File: config.mk
export PLATFORM = sky130hd
export DESIGN_NAME = tri_sum_filter
export DESIGN_NICKNAME = d
export VERILOG_FILES = /design/src/rtl/tsf_pkg.sv /design/src/rtl/tsf_hist_ring.sv /design/src/rtl/tsf_recur.sv /design/src/rtl/tsf_warmup.sv /design/src/rtl/tri_sum_filter.sv
export SDC_FILE = /design/constraint.sdc
export NUM_CORES = 1
export LEC_CHECK = 0
export BUFFER_PORTS_ARGS = -buffer_cell sky130_fd_sc_hd__buf_2
export CAP_MARGIN = 10
export CORE_ASPECT_RATIO = 1.25
export CORE_MARGIN = 3
export CORE_UTILIZATION = 30
export CTS_CLUSTER_SIZE = 20
export DETAILED_ROUTE_END_ITERATION = 10
export GPL_TIMING_DRIVEN = 0
export MAX_ROUTING_LAYER = met4
export PLACE_DENSITY = 0.53
export SYNTH_ARGS = -nofsm -noshare
export SYNTH_HDL_FRONTEND = slang
export SYNTH_SLANG_ARGS = --single-unit
File: constraint.sdc
create_clock -name clk_i -period 22.6 [get_ports clk_i]
set_clock_uncertainty 0.05 [all_clocks]
set_input_delay 2.26 -clock clk_i [delete_from_list [all_inputs] [get_ports clk_i]]
set_output_delay 2.26 -clock clk_i [all_outputs]
set_load 0.005 [all_outputs]
File: src/rtl/tsf_pkg.sv
package tsf_pkg;
  // sign + K*K gain headroom + difference-term headroom
  function automatic int acc_width(input int data_w, input int win);
    return data_w + 2 * $clog2(win) + 2;
  endfunction
endpackage

File: src/rtl/tsf_hist_ring.sv
module tsf_hist_ring #(
  parameter int DATA_W = 12,
  parameter int WIN    = 8
) (
  input  logic              clk_i,
  input  logic              rst_ni,
  input  logic              wr_en_i,
  input  logic [DATA_W-1:0] wr_data_i,
  output logic [DATA_W-1:0] tap_k_o,
  output logic [DATA_W-1:0] tap_2k_o
);
  localparam int DEPTH = 2 * WIN;
  localparam int PTR_W = (DEPTH > 1) ? $clog2(DEPTH) : 1;

  logic [PTR_W-1:0] wr_ptr_q;
  logic [PTR_W-1:0] rd_k_ptr;
  logic [DEPTH-1:0][DATA_W-1:0] cells;

  always_ff @(posedge clk_i or negedge rst_ni) begin
    if (!rst_ni) begin
      wr_ptr_q <= '0;
    end else if (wr_en_i) begin
      wr_ptr_q <= (wr_ptr_q == PTR_W'(DEPTH - 1)) ? '0 : wr_ptr_q + PTR_W'(1);
    end
  end

  for (genvar g = 0; g < DEPTH; g++) begin : g_cell
    logic [DATA_W-1:0] cell_q;
    always_ff @(posedge clk_i or negedge rst_ni) begin
      if (!rst_ni) begin
        cell_q <= '0;
      end else if (wr_en_i && (wr_ptr_q == PTR_W'(g))) begin
        cell_q <= wr_data_i;
      end
    end
    assign cells[g] = cell_q;
  end

  // depth is exactly 2*WIN: the slot about to be written holds x[n-2K]
  always_comb begin
    if (wr_ptr_q >= PTR_W'(WIN)) rd_k_ptr = wr_ptr_q - PTR_W'(WIN);
    else                         rd_k_ptr = wr_ptr_q + PTR_W'(WIN);
  end

  assign tap_2k_o = cells[wr_ptr_q];
  assign tap_k_o  = cells[rd_k_ptr];
endmodule

File: src/rtl/tsf_recur.sv
module tsf_recur #(
  parameter int DATA_W = 12,
  parameter int ACC_W  = 20
) (
  input  logic             clk_i,
  input  logic             rst_ni,
  input  logic             en_i,
  input  logic [DATA_W-1:0] x_i,
  input  logic [DATA_W-1:0] x_k_i,
  input  logic [DATA_W-1:0] x_2k_i,
  output logic [ACC_W-1:0]  y_o
);
  localparam int EXT_W = ACC_W - DATA_W;

  logic [ACC_W-1:0] x_ext, xk_ext, x2k_ext;
  logic [ACC_W-1:0] delta, u_nxt, y_nxt;
  logic [ACC_W-1:0] u_q, y_q;

  assign x_ext   = {{EXT_W{x_i[DATA_W-1]}}, x_i};
  assign xk_ext  = {{EXT_W{x_k_i[DATA_W-1]}}, x_k_i};
  assign x2k_ext = {{EXT_W{x_2k_i[DATA_W-1]}}, x_2k_i};

  // second difference of the raw stream; wrap-around is exact
  assign delta = x_ext - {xk_ext[ACC_W-2:0], 1'b0} + x2k_ext;
  assign u_nxt = u_q + delta;
  assign y_nxt = y_q + u_nxt;

  always_ff @(posedge clk_i or negedge rst_ni) begin
    if (!rst_ni) begin
      u_q <= '0;
      y_q <= '0;
    end else if (en_i) begin
      u_q <= u_nxt;
      y_q <= y_nxt;
    end
  end

  assign y_o = y_q;
endmodule

File: src/rtl/tsf_warmup.sv
module tsf_warmup #(
  parameter int WIN = 8
) (
  input  logic clk_i,
  input  logic rst_ni,
  input  logic en_i,
  output logic ready_o
);
  localparam int FILL  = 2 * WIN;
  localparam int CNT_W = $clog2(FILL + 1);

  logic [CNT_W-1:0] cnt_q;

  always_ff @(posedge clk_i or negedge rst_ni) begin
    if (!rst_ni) begin
      cnt_q <= '0;
    end else if (en_i && (cnt_q != CNT_W'(FILL))) begin
      cnt_q <= cnt_q + CNT_W'(1);
    end
  end

  // this sample is number FILL or later
  assign ready_o = en_i && (cnt_q >= CNT_W'(FILL - 1));
endmodule

File: src/rtl/tri_sum_filter.sv
module tri_sum_filter
  import tsf_pkg::*;
#(
  parameter int DATA_W = 12,
  parameter int WIN    = 8,
  parameter int ACC_W  = acc_width(DATA_W, WIN)
) (
  input  logic              clk_i,
  input  logic              rst_ni,
  input  logic              in_valid_i,
  input  logic [DATA_W-1:0] in_data_i,
  output logic              out_valid_o,
  output logic [ACC_W-1:0]  out_data_o
);
  logic [DATA_W-1:0] tap_k, tap_2k;
  logic              warm;
  logic              valid_q;

  tsf_hist_ring #(.DATA_W(DATA_W), .WIN(WIN)) u_ring (
    .clk_i    (clk_i),
    .rst_ni   (rst_ni),
    .wr_en_i  (in_valid_i),
    .wr_data_i(in_data_i),
    .tap_k_o  (tap_k),
    .tap_2k_o (tap_2k)
  );

  tsf_recur #(.DATA_W(DATA_W), .ACC_W(ACC_W)) u_recur (
    .clk_i (clk_i),
    .rst_ni(rst_ni),
    .en_i  (in_valid_i),
    .x_i   (in_data_i),
    .x_k_i (tap_k),
    .x_2k_i(tap_2k),
    .y_o   (out_data_o)
  );

  tsf_warmup #(.WIN(WIN)) u_warm (
    .clk_i  (clk_i),
    .rst_ni (rst_ni),
    .en_i   (in_valid_i),
    .ready_o(warm)
  );

  always_ff @(posedge clk_i or negedge rst_ni) begin
    if (!rst_ni) valid_q <= 1'b0;
    else         valid_q <= warm;
  end

  assign out_valid_o = valid_q;
endmodule

**Word level (Yosys, flattened, before mapping)**

Cells that the tools add are included.

- Reductions and logical operators: 19
- Add/subtract/negate cells: 8
- Multiplexer cells: 6
- Equal/unequal tests: 16
- Magnitude comparators: 4

Operator list:

| kind | number |
|---|---|
| 12-bit binary-select mux with 4-bit select | 2 |
| 20-bit adder | 3 |
| 4-bit equality test (second input constant) | 8 |
| 12-bit 2-to-1 mux | 2 |
| 1-bit logical AND | 18 |
| 4-bit by 3-bit equality test with 1-bit output (second input constant) | 4 |
| 12-bit by 13-bit subtractor with 14-bit output | 1 |
| 4-bit by 5-bit < comparator with 1-bit output (second input constant) | 2 |
| 4-bit by 2-bit equality test with 1-bit output (second input constant) | 2 |
| 4-bit 2-to-1 mux | 2 |
| 5-bit by 1-bit adder with 5-bit output (second input constant) | 1 |
| 5-bit by 4-bit greater-or-equal comparator with 1-bit output (second input constant) | 1 |
| 5-bit != test (second input constant) | 1 |
| 4-bit by 1-bit adder with 4-bit output (second input constant) | 1 |
| 4-bit adder (second input constant) | 1 |
| 4-bit by 1-bit equality test with 1-bit output (second input constant) | 1 |
| 4-bit greater-or-equal comparator (second input constant) | 1 |
| 4-bit logical NOT | 1 |
| 4-bit subtractor (second input constant) | 1 |

- Word-level logic and storage cells: 74
- Bits in registers: 242
- Output and inout port bits: 21
- Bits of input ports: 15

**Depth between registers and ports, before layout**

- Depth in word-level cells: 8
- Depth in mapped cells: 37
- Depth with buffers taken out: 33

**Modules after synthesis**

Synthesis repeated with hierarchy kept, for this count alone.

- Cell total of the unflattened synthesis: 1,057
- Area, all modules: 13,822.0 sq um

By module, submodules not included:

| module | area each (sq um) | instances | cells an instance |
|---|---|---|---|
| tsf_hist_ring | 9,276.4 | 1 | 571 |
| tsf_recur | 4,224.1 | 1 | 458 |
| tsf_warmup | 296.5 | 1 | 27 |
| tri_sum_filter | 25.0 | 1 | 1 |

**Worst setup path after synthesis**

Ideal clock, no wire load.

- Path kind: input port to flip-flop
- Start: in in_data_i[1]
- End: reg u_recur.y_q[19] (netlist: u_recur.y_o[19])
- Library setup time: 128 ps
- Data arrival time: 7,716 ps
- Setup slack: 14,705 ps
- Stages on the path: 32
- Cell sequence: inv_1 -> clkbuf_1 -> ha_1 -> inv_1 -> fa_1 -> a211oi_1 -> o21ai_1 -> a21o_1 -> a21oi_1 -> xor2_1 -> fa_1 -> inv_1 -> ha_1 -> clkbuf_1 -> nand4_1 -> o21ai_0 -> o21ba_2 -> nand3_1 -> a21oi_1 -> o21bai_1 -> a21oi_1 -> xnor2_1 -> ha_1 -> a21oi_1 -> o21ai_0 -> o21ai_0 -> a31oi_1 -> o41ai_1 -> o21ai_0 -> nand2_1 -> mux2i_1 -> xor2_1

- Cells in the longest elaborated chain, start to end: 4

Ends and longest elaborated chain:

| item | RTL line | RTL |
|---|---|---|
| start, declared | tri_sum_filter.sv:11 | `input logic [DATA_W-1:0] in_data_i,` |
| 12-bit by 13-bit subtractor with 14-bit output | tsf_recur.sv:24 | `assign delta = x_ext - {xk_ext[ACC_W-2:0], 1'b0} + x2k_ext;` |
| 20-bit adder | tsf_recur.sv:24 |  |
| 20-bit adder | tsf_recur.sv:25 | `assign u_nxt = u_q + delta;` |
| net u_recur.u_nxt[13] | tsf_recur.sv:16 | `logic [ACC_W-1:0] delta, u_nxt, y_nxt;` |
| 20-bit adder | tsf_recur.sv:26 | `assign y_nxt = y_q + u_nxt;` |
| end signal, assigned | tsf_recur.sv:34 | `y_q <= y_nxt;` |
| end, declared | tsf_recur.sv:17 | `logic [ACC_W-1:0] u_q, y_q;` |

The timed path passes the listed nets, and every way through them passes these cells.
A chain may end at the register's enable or synchronous reset.

**Worst setup path after layout**

- Start: reg u_ring.wr_ptr_q[1]
- End: reg u_recur.y_q[19] (netlist: u_recur.y_o[19])

- Cells in the longest elaborated chain, start to end: 8

Ends and longest elaborated chain:

| item | RTL line | RTL |
|---|---|---|
| start, declared | tsf_hist_ring.sv:15 | `logic [PTR_W-1:0] wr_ptr_q;` |
| start signal, assigned | tsf_hist_ring.sv:23 | `wr_ptr_q <= (wr_ptr_q == PTR_W'(DEPTH - 1)) ? '0 : wr_ptr_q + PTR_W'(1);` |
| 4-bit adder, or another cell as far along | tsf_hist_ring.sv:42 | `else rd_k_ptr = wr_ptr_q + PTR_W'(WIN);` |
| 4-bit 2-to-1 mux | tsf_hist_ring.sv:41 | `if (wr_ptr_q >= PTR_W'(WIN)) rd_k_ptr = wr_ptr_q - PTR_W'(WIN);` |
| 12-bit binary-select mux with 4-bit select | tsf_hist_ring.sv:46 | `assign tap_k_o = cells[rd_k_ptr];` |
| 12-bit 2-to-1 mux (implied by the code) | tsf_hist_ring.sv:46 |  |
| 12-bit by 13-bit subtractor with 14-bit output | tsf_recur.sv:24 |  |
| 20-bit adder * | tsf_recur.sv:24 |  |
| 20-bit adder * | tsf_recur.sv:25 |  |
| net u_recur.u_nxt[13] | tsf_recur.sv:16 |  |
| 20-bit adder * | tsf_recur.sv:26 |  |

The timed path passes the listed nets; every way through them passes the cells marked *. The select of a mux whose other input is x is not followed.

==> flow_summary.json <==
{
  "status": "finished clean",
  "rows": 86,
  "vias": 8637,
  "clockBufferDepth": 3,
  "cap_violations": 0,
  "fin_tns_setup_ps": 0,
  "worstSetupPathType": "flip-flop to flip-flop",
  "syn_area_per_cell_um2": 12.7,
  "rsz0062_at_grt": "false",
  "setup_viol": 0,
  "layout_min_cycle_time_ps": 9060,
  "fmax_mhz": 110,
  "drt_first_pass_iters": 6,
  "final_common_cell": "dfrtp_1",
  "die_area_um2": 48000,
  "cpPeakStageDelay_ps": 840,
  "r2r-end": "u_recur.y_o[19]",
  "netlist_area_um2": 13600,
  "worst_pin_slew_ps": 1040,
  "reg2reg_depth": 36,
  "yosysSeqAreaShare": 0.445,
  "cts_resized": 0,
  "drive_above_1_share": 0.312,
  "hp-start": "u_recur.y_o[19]",
  "crit_top_cell": "o21ai_0",
  "clkTransAtPathRegs_ps": 60,
  "grt_pass1_wl_um": 53900,
  "relSlewSlack": 0.308,
  "ys_types": 49,
  "min_path_cells": 1,
  "worstReg2RegStart": "u_ring.wr_ptr_q[1]",
  "cp_max_fo": 10,
  "cts_tree": "done",
  "clk_latency_ps": 550,
  "cp-start-kind": "flip-flop",
  "holdPathEnd": "u_recur.y_o[19]",
  "grt_usage": 0.149,
  "cts_buffers": 27,
  "dieHeight_um": 244,
  "hold_path.class": "flip-flop to flip-flop",
  "fin_crit_sh": 0.401,
  "io_buffers": 35,
  "ios": 36,
  "synth-main-ff-cell": "dfrtp_1",
  "drc": 0,
  "drtAntennaViolNets": 0,
  "postCtsSetupBuffers": 0,
  "crit_required_ps": 22980,
  "cts_root_buf": "clkbuf_16",
  "start_util": 0.306,
  "drtIter0Drc": 464,
  "hpwl_um": 24500,
  "design.core.area_um2": 44400,
  "synth_edf_count": 0,
  "gp_congestion": 0.796,
  "grt_remaining_overflow": 0,
  "finalWirelength_um": 34500,
  "fp.dieW_um": 197,
  "crit_path_end_kind": "flip-flop",
  "synth.yosys.warnings": 0,
  "final_max_slew_viol_count": 0,
  "synth_cells": 1075,
  "antenna_found_initial": 0,
  "synth-seq-cells": 242,
  "cts_sinks": 242,
  "grt_pass1_vias": 9184,
  "cp.arrival_ps": 9440,
  "nets": 1236,
  "htree_levels": 1,
  "final_cell_mix": "242 x dfrtp_1, 203 x mux2_2, 90 x inv_1, 70 x mux4_2, 57 x clkbuf_1",
  "ff2ff_setup_slack_ps": 13540,
  "wl_per_cell_um": 19.9,
  "hold_viol_final": 0,
  "crit_start": "u_ring.wr_ptr_q[1]",
  "grt_max_degree": 109,
  "syn_nets": 1168,
  "antenna_cells": 0,
  "async_flop_share": 1.00,
  "holdBufCountCts": 0,
  "slowest_stage": "clkbuf_1",
  "syn2layout_area_growth_pct": 13.2,
  "vias_per_cell": 4.98
}
## worst max-delay path by stage
stage,to,cells after the start
after floorplan,u_recur.y_o[19],32
after global placement,u_recur.y_o[19],33
after detailed placement,u_recur.y_o[19],33
after CTS,u_recur.y_o[19],36
after global routing,u_recur.y_o[19],36
final,u_recur.y_o[19],36
## synthesized netlist by cell type, types with 13 or more instances
master | instances | area [um2]
dfrtp_1 | 242 | 6060
mux2_2 | 203 | 2290
inv_1 | 90 | 338
mux4_2 | 70 | 1580
ha_1 | 56 | 701
nand2_1 | 56 | 210
o21ai_0 | 49 | 245
clkbuf_1 | 45 | 169
xnor2_1 | 39 | 342
a21oi_1 | 38 | 190
nor2_1 | 25 | 93.8
fa_1 | 22 | 440
nand3_1 | 18 | 90.1
a21o_1 | 13 | 97.6
## metrics by stage
stage | hold slack (ps) | cell area [um2] | utilization | setup slack [ps] | instances
3_3_place_gp | 407 | 14500 | 0.326 | 13340 | 1682
3_5_place_dp | 419 | 14600 | 0.328 | 13310 | 1685
4_1_cts | 428 | 15400 | 0.346 | 13510 | 1732
2_1_floorplan | 395 | 13600 | - | 14710 | 1075
6_report | 416 | 15400 | 0.347 | 13540 | 1733
5_1_grt | 433 | 15400 | 0.347 | 12710 | 1733
## routing by layer
layer | track usage | wire length [um] | up-vias
met4 | 0.0361 | 649 | 0
met2 | 0.258 | 17700 | 125
met5 | - | 0 | -
met3 | 0.0172 | 1130 | 40
met1 | 0.187 | 15000 | 4473
li1 | - | - | 3999
## registers in the layout, summed over array words and instances, names as in the netlist
register and count:
u_warm.cnt_q 5, u_recur.u_q 20, u_ring.wr_ptr_q 4, u_recur.y_o 20, out_valid_o 1, u_ring.g_cell.cell_q 192
## critical path, delay by kind of cell (launching register included)
family,cells,cell delay [ps]
mux,3,1010
xor+xnor,3,470
flops,1,410
simple gates,5,520
compound gates,16,3360
buf+inv,5,1770
fa+ha+maj,4,1330
## cell type report
class	count	area, um2
Buffer	58	233
Clock buffer	42	762
Clock inverter	5	50.0
Fill cell	4321	29000
Inverter	90	338
Multi-Input combinational cell	685	6990
Sequential cell	242	6060
Tap cell	572	716
Timing Repair Buffer	39	263
## kinds of logic (layout without fill, tap and decap cells)
logic type	after synthesis	count (layout)	share of synthesized area
AO/OA/AOI/OAI	139	139	0.0625
XOR/XNOR	47	47	0.0302
adder cells (fa/ha/maj)	78	78	0.0838
buffers and inverters	148	234	0.0419
flip-flops	242	242	0.445
multiplexers	277	277	0.287
AND/OR/NAND/NOR	144	144	0.0497
Power is left out: the tool's default activity adds up to more than one toggle a clock period on the data nets, which glitch-free logic cannot reach.
